**config.mk**
```make
export PLATFORM = sky130hd
export DESIGN_NAME = pwr_hib_ctrl
export DESIGN_NICKNAME = d
export VERILOG_FILES = /design/src/rtl/pwr_hib_pkg.sv /design/src/rtl/pwr_hib_sync.sv /design/src/rtl/pwr_hib_regs.sv /design/src/rtl/pwr_hib_fsm.sv /design/src/rtl/pwr_hib_ctrl.sv
export SDC_FILE = /design/constraint.sdc
export NUM_CORES = 1
export LEC_CHECK = 0
export CORE_MARGIN = 2
export CORE_UTILIZATION = 35
export CTS_BUF_LIST = sky130_fd_sc_hd__clkbuf_8
export CTS_CLUSTER_DIAMETER = 40
export CTS_CLUSTER_SIZE = 16
export DETAILED_ROUTE_END_ITERATION = 10
export DONT_BUFFER_PORTS = 1
export RECOVER_POWER = 100
export SYNTH_ARGS = -nofsm -noshare
export SYNTH_HDL_FRONTEND = slang
export SYNTH_SLANG_ARGS = --single-unit
```
**constraint.sdc**
```tcl
create_clock -name clk -period 4.7 [get_ports clk]
set_clock_uncertainty 0.05 [all_clocks]
set_input_delay 0.94 -clock clk [delete_from_list [all_inputs] [get_ports clk]]
set_output_delay 0.94 -clock clk [all_outputs]
set_load 0.02 [all_outputs]
```
**src/rtl/pwr_hib_pkg.sv**
```systemverilog
package pwr_hib_pkg;
  localparam int NGATED = 4;             // eth, can, phy, rtc
  localparam int NCAUSE = NGATED + 1;    // plus reset pin
  localparam int RW     = 16;

  localparam logic [1:0] RATE_OFF  = 2'b00;
  localparam logic [1:0] RATE_DFLT = 2'b01;

  localparam int F_RATE  = 0;
  localparam int F_WEN   = 2;
  localparam int F_CKE   = 6;
  localparam int F_CAUSE = 8;

  typedef enum logic [2:0] {
    ST_ON, ST_SLEEP, ST_HIB, ST_SETTLE, ST_RST
  } pstate_e;

  typedef struct packed {
    logic              cke_low;
    logic [NGATED-1:0] wen;
    logic [1:0]        rate;
  } ctl_t;
endpackage

```
**src/rtl/pwr_hib_sync.sv**
```systemverilog
module pwr_hib_sync #(
  parameter int W = 1
) (
  input  logic         clk,
  input  logic         rst_n,
  input  logic [W-1:0] d,
  output logic [W-1:0] q
);
  for (genvar i = 0; i < W; i++) begin : g_bit
    logic s1_q, s2_q;
    always_ff @(posedge clk or negedge rst_n) begin
      if (!rst_n) begin
        s1_q <= 1'b0;
        s2_q <= 1'b0;
      end else begin
        s1_q <= d[i];
        s2_q <= s1_q;
      end
    end
    assign q[i] = s2_q;
  end
endmodule

```
**src/rtl/pwr_hib_regs.sv**
```systemverilog
module pwr_hib_regs
  import pwr_hib_pkg::*;
(
  input  logic              clk,
  input  logic              rst_n,
  input  logic              wr_ok,
  input  logic [RW-1:0]     wdata,
  input  logic              hib_exit,
  input  logic [NCAUSE-1:0] cause_in,
  output ctl_t              ctl,
  output logic [RW-1:0]     rdata
);
  ctl_t              ctl_q, ctl_d;
  logic [NCAUSE-1:0] cause_q, cause_d;

  always_comb begin
    ctl_d   = ctl_q;
    cause_d = cause_q;
    if (wr_ok) begin
      ctl_d.rate    = wdata[F_RATE +: 2];
      ctl_d.wen     = wdata[F_WEN +: NGATED];
      ctl_d.cke_low = wdata[F_CKE];
      cause_d       = cause_q & ~wdata[F_CAUSE +: NCAUSE];
    end
    if (hib_exit) begin
      ctl_d.rate = RATE_DFLT;
      cause_d    = cause_in;
    end
  end

  always_ff @(posedge clk or negedge rst_n) begin
    if (!rst_n) begin
      ctl_q   <= '{cke_low: 1'b0, wen: '0, rate: RATE_DFLT};
      cause_q <= '0;
    end else begin
      ctl_q   <= ctl_d;
      cause_q <= cause_d;
    end
  end

  assign ctl = ctl_q;

  always_comb begin
    rdata                       = '0;
    rdata[F_RATE +: 2]          = ctl_q.rate;
    rdata[F_WEN +: NGATED]      = ctl_q.wen;
    rdata[F_CKE]                = ctl_q.cke_low;
    rdata[F_CAUSE +: NCAUSE]    = cause_q;
  end
endmodule

```
**src/rtl/pwr_hib_fsm.sv**
```systemverilog
module pwr_hib_fsm
  import pwr_hib_pkg::*;
#(
  parameter int SETTLE_CYCLES = 64,
  parameter int RST_CYCLES    = 8
) (
  input  logic    clk,
  input  logic    rst_n,
  input  logic    hib_req,
  input  logic    sleep_req,
  input  logic    wake_any,
  input  logic    pin_req,
  output pstate_e state,
  output logic    hib_exit
);
  localparam int MAXC = (SETTLE_CYCLES > RST_CYCLES) ? SETTLE_CYCLES : RST_CYCLES;
  localparam int CW   = $clog2(MAXC + 1);
  localparam logic [CW-1:0] SETTLE_LAST = CW'(SETTLE_CYCLES - 1);
  localparam logic [CW-1:0] RST_LAST    = CW'(RST_CYCLES - 1);

  pstate_e       st_q, st_d;
  logic [CW-1:0] cnt_q, cnt_d;

  always_comb begin
    st_d     = st_q;
    cnt_d    = cnt_q;
    hib_exit = 1'b0;
    unique case (st_q)
      ST_ON: begin
        cnt_d = '0;
        if (pin_req)        st_d = ST_RST;
        else if (hib_req)   st_d = ST_HIB;
        else if (sleep_req) st_d = ST_SLEEP;
      end
      ST_SLEEP: begin
        cnt_d = '0;
        if (pin_req)       st_d = ST_RST;
        else if (wake_any) st_d = ST_ON;
      end
      ST_HIB: begin
        cnt_d = '0;
        if (pin_req || wake_any) begin
          st_d     = ST_SETTLE;
          hib_exit = 1'b1;
        end
      end
      ST_SETTLE: begin
        if (cnt_q == SETTLE_LAST) begin
          st_d  = ST_RST;
          cnt_d = '0;
        end else begin
          cnt_d = cnt_q + 1'b1;
        end
      end
      ST_RST: begin
        if (cnt_q == RST_LAST) begin
          st_d  = ST_ON;
          cnt_d = '0;
        end else begin
          cnt_d = cnt_q + 1'b1;
        end
      end
      default: st_d = ST_ON;
    endcase
  end

  always_ff @(posedge clk or negedge rst_n) begin
    if (!rst_n) begin
      st_q  <= ST_ON;
      cnt_q <= '0;
    end else begin
      st_q  <= st_d;
      cnt_q <= cnt_d;
    end
  end

  assign state = st_q;
endmodule

```
**src/rtl/pwr_hib_ctrl.sv**
```systemverilog
module pwr_hib_ctrl
  import pwr_hib_pkg::*;
#(
  parameter int SETTLE_CYCLES = 64,
  parameter int RST_CYCLES    = 8
) (
  input  logic          clk,
  input  logic          rst_n,
  input  logic          reg_we,
  input  logic [RW-1:0] reg_wdata,
  output logic [RW-1:0] reg_rdata,
  input  logic          sleep_req,
  input  logic          eth_wake,
  input  logic          can_wake,
  input  logic          phy_int_n,
  input  logic          rtc_wake,
  input  logic          ext_rst_n,
  output logic          cclk_en,
  output logic          sclk_en,
  output logic          vreg_en,
  output logic          pad_hiz,
  output logic          sdram_cke_low,
  output logic          sys_rst_n
);
  logic [NCAUSE-1:0] req_raw, req_s;
  logic [NGATED-1:0] gated;
  logic              pin_req, wake_any, wr_ok, hib_req, hib_exit;
  ctl_t              ctl;
  pstate_e           state;

  // active-high request vector, reset pin on top
  assign req_raw = {~ext_rst_n, rtc_wake, ~phy_int_n, can_wake, eth_wake};

  pwr_hib_sync #(.W(NCAUSE)) u_sync (
    .clk(clk), .rst_n(rst_n), .d(req_raw), .q(req_s)
  );

  assign pin_req  = req_s[NCAUSE-1];
  assign gated    = req_s[NGATED-1:0] & ctl.wen;
  assign wake_any = |gated;

  assign wr_ok   = reg_we && (state == ST_ON) && !pin_req;
  assign hib_req = wr_ok && (reg_wdata[F_RATE +: 2] == RATE_OFF);

  pwr_hib_regs u_regs (
    .clk(clk), .rst_n(rst_n), .wr_ok(wr_ok), .wdata(reg_wdata),
    .hib_exit(hib_exit), .cause_in({pin_req, gated}),
    .ctl(ctl), .rdata(reg_rdata)
  );

  pwr_hib_fsm #(.SETTLE_CYCLES(SETTLE_CYCLES), .RST_CYCLES(RST_CYCLES)) u_fsm (
    .clk(clk), .rst_n(rst_n), .hib_req(hib_req), .sleep_req(sleep_req),
    .wake_any(wake_any), .pin_req(pin_req), .state(state), .hib_exit(hib_exit)
  );

  logic powered_down;
  assign powered_down  = (state == ST_HIB) || (state == ST_SETTLE);
  assign cclk_en       = (state == ST_ON) || (state == ST_RST);
  assign sclk_en       = cclk_en;
  assign vreg_en       = (state != ST_HIB);
  assign pad_hiz       = powered_down;
  assign sys_rst_n     = (state != ST_RST);
  assign sdram_cke_low = ctl.cke_low && (powered_down || (state == ST_RST));
endmodule

```
Yosys cells after proc, flatten, opt, wreduce, memory -nomap -nowiden
Index checks and enable logic that the tools add are counted.
W data, S select, Z words.
{"block": "totals", "ram_bits": 0, "regBits": 32, "latchBits": 0, "rom_bits": 0, "mem_count": 0, "in_bits": 25, "word_cells": 69, "out_inout_bits": 22}
{"block": "classes", "bitwise": 5, "n_lt_le_gt_ge": 0, "addsub": 1, "div_mod_pow": 0, "n_eq_ne": 13, "multipliers": 0, "reduce_logical": 16, "shift": 0, "mux": 18}
{"cell": "$mux W3", "count": 8}
{"cell": "$pmux W7 S3", "count": 1}
{"cell": "$pmux W3 S5", "count": 1}
{"cell": "$mux W7", "count": 2}
{"cell": "$mux W5", "count": 2}
{"cell": "$add A7 B1 Y7 const B", "count": 1}
{"cell": "$eq A7 B3 Y1 const B", "count": 1}
{"cell": "$eq A7 B6 Y1 const B", "count": 1}
{"cell": "$eq A3 B2 Y1 const B", "count": 2}
{"cell": "$ne A2 B1 Y1 const B", "count": 3}
{"cell": "$ne A3 B2 Y1 const B", "count": 2}
{"cell": "$and A5 B5 Y5", "count": 1}
{"cell": "$not A5 Y5", "count": 1}
{"cell": "$reduce_and A5 Y1", "count": 1}
{"cell": "$and A4 B4 Y4", "count": 1}
{"cell": "$logic_and A1 B1 Y1", "count": 4}
{"cell": "$logic_or A1 B1 Y1", "count": 4}
{"cell": "$mux W2", "count": 2}
{"cell": "$ne A4 B3 Y1 const B", "count": 1}
{"cell": "$reduce_or A4 Y1", "count": 1}
{"cell": "$eq A3 B1 Y1 const B", "count": 1}
{"cell": "$eq A3 B3 Y1 const B", "count": 1}
{"cell": "$logic_not A3 Y1", "count": 1}
{"cell": "$ne A3 B3 Y1 const B", "count": 1}
{"cell": "other kinds (7)", "count": 9}

Longest topological paths before layout
{"block": "depth", "word_depth": 7, "ltp_mapped": 6}

Cells and area by module
From an unflattened synthesis, not the netlist that was laid out.
{"block": "unflattened", "cells_unflattened": 155, "area_unflattened_um2": 1665.3}
{"module": "pwr_hib_fsm", "n_inst": 1, "area_per_inst_um2": 640.6, "cells_each": 73}
{"module": "pwr_hib_regs", "n_inst": 1, "area_per_inst_um2": 613.1, "cells_each": 50}
{"module": "pwr_hib_sync", "n_inst": 1, "area_per_inst_um2": 287.8, "cells_each": 15}
{"module": "pwr_hib_ctrl", "n_inst": 1, "area_per_inst_um2": 123.9, "cells_each": 17}

Worst setup path before layout
No wires, ideal clock.
{"block": "synth_timing", "path_type": "flip-flop to output port", "startpoint": "register u_fsm.st_q[2], in the netlist u_fsm.state[2]", "endpoint": "output port sdram_cke_low", "t_arrival_ns": 1.435, "path_slack_ns": 2.275, "required_ns": 3.710, "path_stages_with_launch": 5, "cell_sequence": "dfrtp_1 > inv_2 > nor3_2 > inv_1 > a21boi_0"}
{"block": "synth_between", "elab_chain_len": 4}
{"element": "from (decl)", "line": "pwr_hib_fsm.sv:21", "source": "pstate_e st_q, st_d;"}
{"element": "from (signal assigned)", "line": "pwr_hib_fsm.sv:72", "source": "st_q <= st_d;"}
{"element": "$eq A3 B2 Y1", "line": "pwr_hib_ctrl.sv:57", "source": "assign powered_down = (state == ST_HIB) || (state == ST_SETTLE);"}
{"element": "$logic_or A1 B1 Y1", "line": "pwr_hib_ctrl.sv:57"}
{"element": "$logic_or A1 B1 Y1 (*)", "line": "pwr_hib_ctrl.sv:63", "source": "assign sdram_cke_low = ctl.cke_low && (powered_down || (state == ST_RST));"}
{"element": "$logic_and A1 B1 Y1 (*)", "line": "pwr_hib_ctrl.sv:63"}
{"element": "to (decl)", "line": "pwr_hib_ctrl.sv:22", "source": "output logic sdram_cke_low,"}
Mark *: on every way between the ends. The rest lies on a longest branch, timed or not.

Final worst setup path
Ends and elaborated chain as after synthesis.

==> metrics.csv <==
metric,value,unit
antenna_found_initial,0,
crit_path_end_kind,primary output,
slew_headroom,0.4129,
grt_pass1_vias,1165,
pwr-share-comb,0.211,
n_antenna_cell,0,
r2r-start,u_fsm.state[1]$_DFFE_PN0P_,
synthToLayoutAreaGrowth,3.556,%
vdd_drop_max,0.0003051,V
yosysUniqueCellTypes,41,
syn_inst,151,
arrival,1910,ps
hp-class,in -> async,
path_common_cell,inv_1,
status,"finished, final reports clean",
grt_pass1_wl,5892,um
row_count,23,
pwr-share-seq,0.525,
initial_core_util,0.3702,
gp_congestion,0.7744,
r2r_cells,4,
switching_share,0.3866,
synth.cell_area,1513,sq um
wl_per_cell,16.40,um
rsz0062_at_grt,no,
critPathSlowestCell,a21boi_0,
r2r-end,u_regs.cause_q[3]$_DFFE_PN0P_,
fin_ws,1802,ps
grt_max_degree,33,
worstSetupStartpointType,flip-flop,
cp.required,3710,ps
ys_warn_count,0,
clockRootBuffer,clkbuf_8,
worst_pin_slew,875.3,ps
p_leak,0.7345,nW
p_clk_frac,0.264,
h-tree-depth,2,
clock-sinks,32,
max_freq,345.1,MHz
synth_top_area_share,0.5128,
finalSetupViolCount,0,
post-route-drc-count,0,
cts_setup_buffers,0,
layout.nets,179,
preCtsSetupSlack,2156,ps
chipHeight,69.74,um
p_total,838.7,uW
finalNonFillerCells,204,
p_per_area,535.4,nW/um^2
synth_area_per_cell,10.02,sq um
vias_per_cell,5.402,
fin_tns_setup,0,ps
first_pass_iters,4,
cts_hold_buf,0,
slew_violations,0,
path_clk_slew,70,ps
synth_seq_area_share,0.5302,
clock_path_buffers,2,
max_stage_delay,580,ps
wl,3345,um
fill_cells,434,
worstPathCellList,"inv_1, nor3_1, inv_1, a21boi_0",
io_buffers,0,
core-area,4086,sq um
fp.dieArea,4864,sq um
yosys_register_bits,32,
placedCellCount,196,
overflow,0,
hpwlAfterDp,2394,um
cts_tree,yes,
critPathTopFamily,compound AO/OA/AOI/OAI gates,
finalHoldViolations,0,
internal_power,514.4,uW
cts_buffers,5,
period_share,0.6165,
postRouteAntennaNets,0,
drt_iter0_markers,69,
drive_gt1_frac,0.07792,
ys_top_cells_by_area,"dfrtp_1 (51%), nand2_1 (8.9%), buf_4 (3.0%)",
yosys.area.top_type,dfrtp_1,
maxCapViolCount,0,
num_vias,1102,
cp_max_fo,7,
worst-setup-path-type,reg -> out,
cts_resized,0,
critPathBufInv,2,
ioPinCount,47,
reg2reg_setup_slack,2520,ps
clock_latency,290,ps
die_x,69.74,um
period_minus_slack,2898,ps
grt.total_usage,0.1598,
power.net_switching,324.3,uW
cell type report:
| type | count | area (sq um) | share of cell area |
|---|---|---|---|
| Sequential cell | 32 | 802.0 | 0.5120 |
| Multi-Input combinational cell | 106 | 578.1 | 0.3690 |
| Clock buffer | 6 | 82.58 | 0.05272 |
| Tap cell | 50 | 62.56 | 0.03994 |
| Inverter | 8 | 30.03 | 0.01917 |
| Clock inverter | 2 | 11.26 | 0.007189 |
Yosys cell counts, drive strengths merged:
master	count
nor4	2
mux2	1
a22oi	1
a21oi	7
conb	1
and2	3
a21boi	3
o22ai	3
dfstp	1
a32o	1
nand3	4
nand4	1
dfrtp	31
o22a	1
buf	8
or2b	1
and3b	1
a211oi	1
ha	1
o21ai	6
mux2i	2
o21bai	1
nand2	37
o21a	1
a31o	4
or4b	1
nor2	10
and3	1
inv	8
nor3	8
sequential cells by signal, indices dropped and copies added, names as in the netlist:
name               count
u_fsm.cnt_q            7
u_regs.ctl             7
u_fsm.state            3
u_regs.cause_q         5
u_sync.g_bit.s1_q      5
u_sync.g_bit.s2_q      5
how the worst max path moves through the flow:
stage | from | endpoint | slack, ps | cells past startpoint
3_3_place_gp | u_fsm.state[2]$_DFFE_PN0P_ | sdram_cke_low | 2160 | 4
3_5_place_dp | u_fsm.state[2]$_DFFE_PN0P_ | sdram_cke_low | 2160 | 4
2_1_floorplan | u_fsm.state[2]$_DFFE_PN0P_ | sdram_cke_low | 2270 | 4
5_1_grt | u_fsm.state[2]$_DFFE_PN0P_ | sdram_cke_low | 1650 | 4
6_report | u_fsm.state[2]$_DFFE_PN0P_ | sdram_cke_low | 1800 | 4
4_1_cts | u_fsm.state[2]$_DFFE_PN0P_ | sdram_cke_low | 1830 | 4
cell families after synthesis:
kind of cell / Yosys count / synth area share
buffers and inverters: 16 / 0.06451
other: 1 / 0.002479
multiplexers: 3 / 0.02068
adder cells (fa/ha/maj): 1 / 0.008270
AO/OA/AOI/OAI: 29 / 0.1439
AND/OR/NAND/NOR: 69 / 0.2299
flip-flops: 32 / 0.5302
per-layer routing:
metal	track usage	wire [um]	vias to the layer above	share of wire
met1	0.1862	1382	544	0.41
met3	0.06250	289	6	0.086
met5	0	0	-	0
met4	0.1026	68	0	0.020
met2	0.2447	1605	45	0.48
li1	-	-	507	-
placed cells by master (no fill, tap or decap):
cell,synthesis,final
nand2_1,36,36
dfrtp_1,31,31
nor2_1,9,10
inv_1,7,9
nor3_1,7,8
o21ai_0,5,6
clkbuf_8,0,6
a21oi_1,5,5
nand3_1,4,4
conb_1,1,4
a21boi_0,3,3
a31o_1,3,3
o22ai_1,3,3
nor4_1,1,2
mux2i_1,2,2
and2_1,2,2
or2b_1,0,1
nand4_1,1,1
and3b_1,1,1
and3_1,1,1
a211oi_1,0,1
nand2_4,1,1
or4b_1,1,1
o22a_1,1,1
and2_0,0,1
mux2_2,1,1
a21oi_4,1,1
o21bai_1,1,1
a21oi_2,1,1
o21a_1,1,1
a32o_1,1,1
a31o_2,1,1
a22oi_1,1,1
ha_1,1,1
clkinvlp_4,0,1
dfstp_1,0,1
power groups by stage:
| stage | Combinational (mW) | Sequential [mW] | Clock [mW] |
|---|---|---|---|
| floorplan | 0.174 | 0.428 | 0 |
| global placement | 0.181 | 0.450 | 0 |
| detailed placement | 0.191 | 0.451 | 0 |
| CTS | 0.191 | 0.446 | 0.229 |
| global route | 0.203 | 0.451 | 0.246 |
| finish | 0.177 | 0.440 | 0.221 |
through the flow:
step / hold WS [ps] / util / cell area [sq um]
3_3_place_gp: 283.6 / 0.3717 / 1519
4_1_cts: 272.9 / 0.3947 / 1613
6_report: 283.0 / 0.3833 / 1567
2_1_floorplan: 281.2 / - / 1524
5_1_grt: 259.8 / 0.3833 / 1567
3_5_place_dp: 284.7 / 0.3717 / 1519
Note: power is estimated with default switching activity, not from simulation.
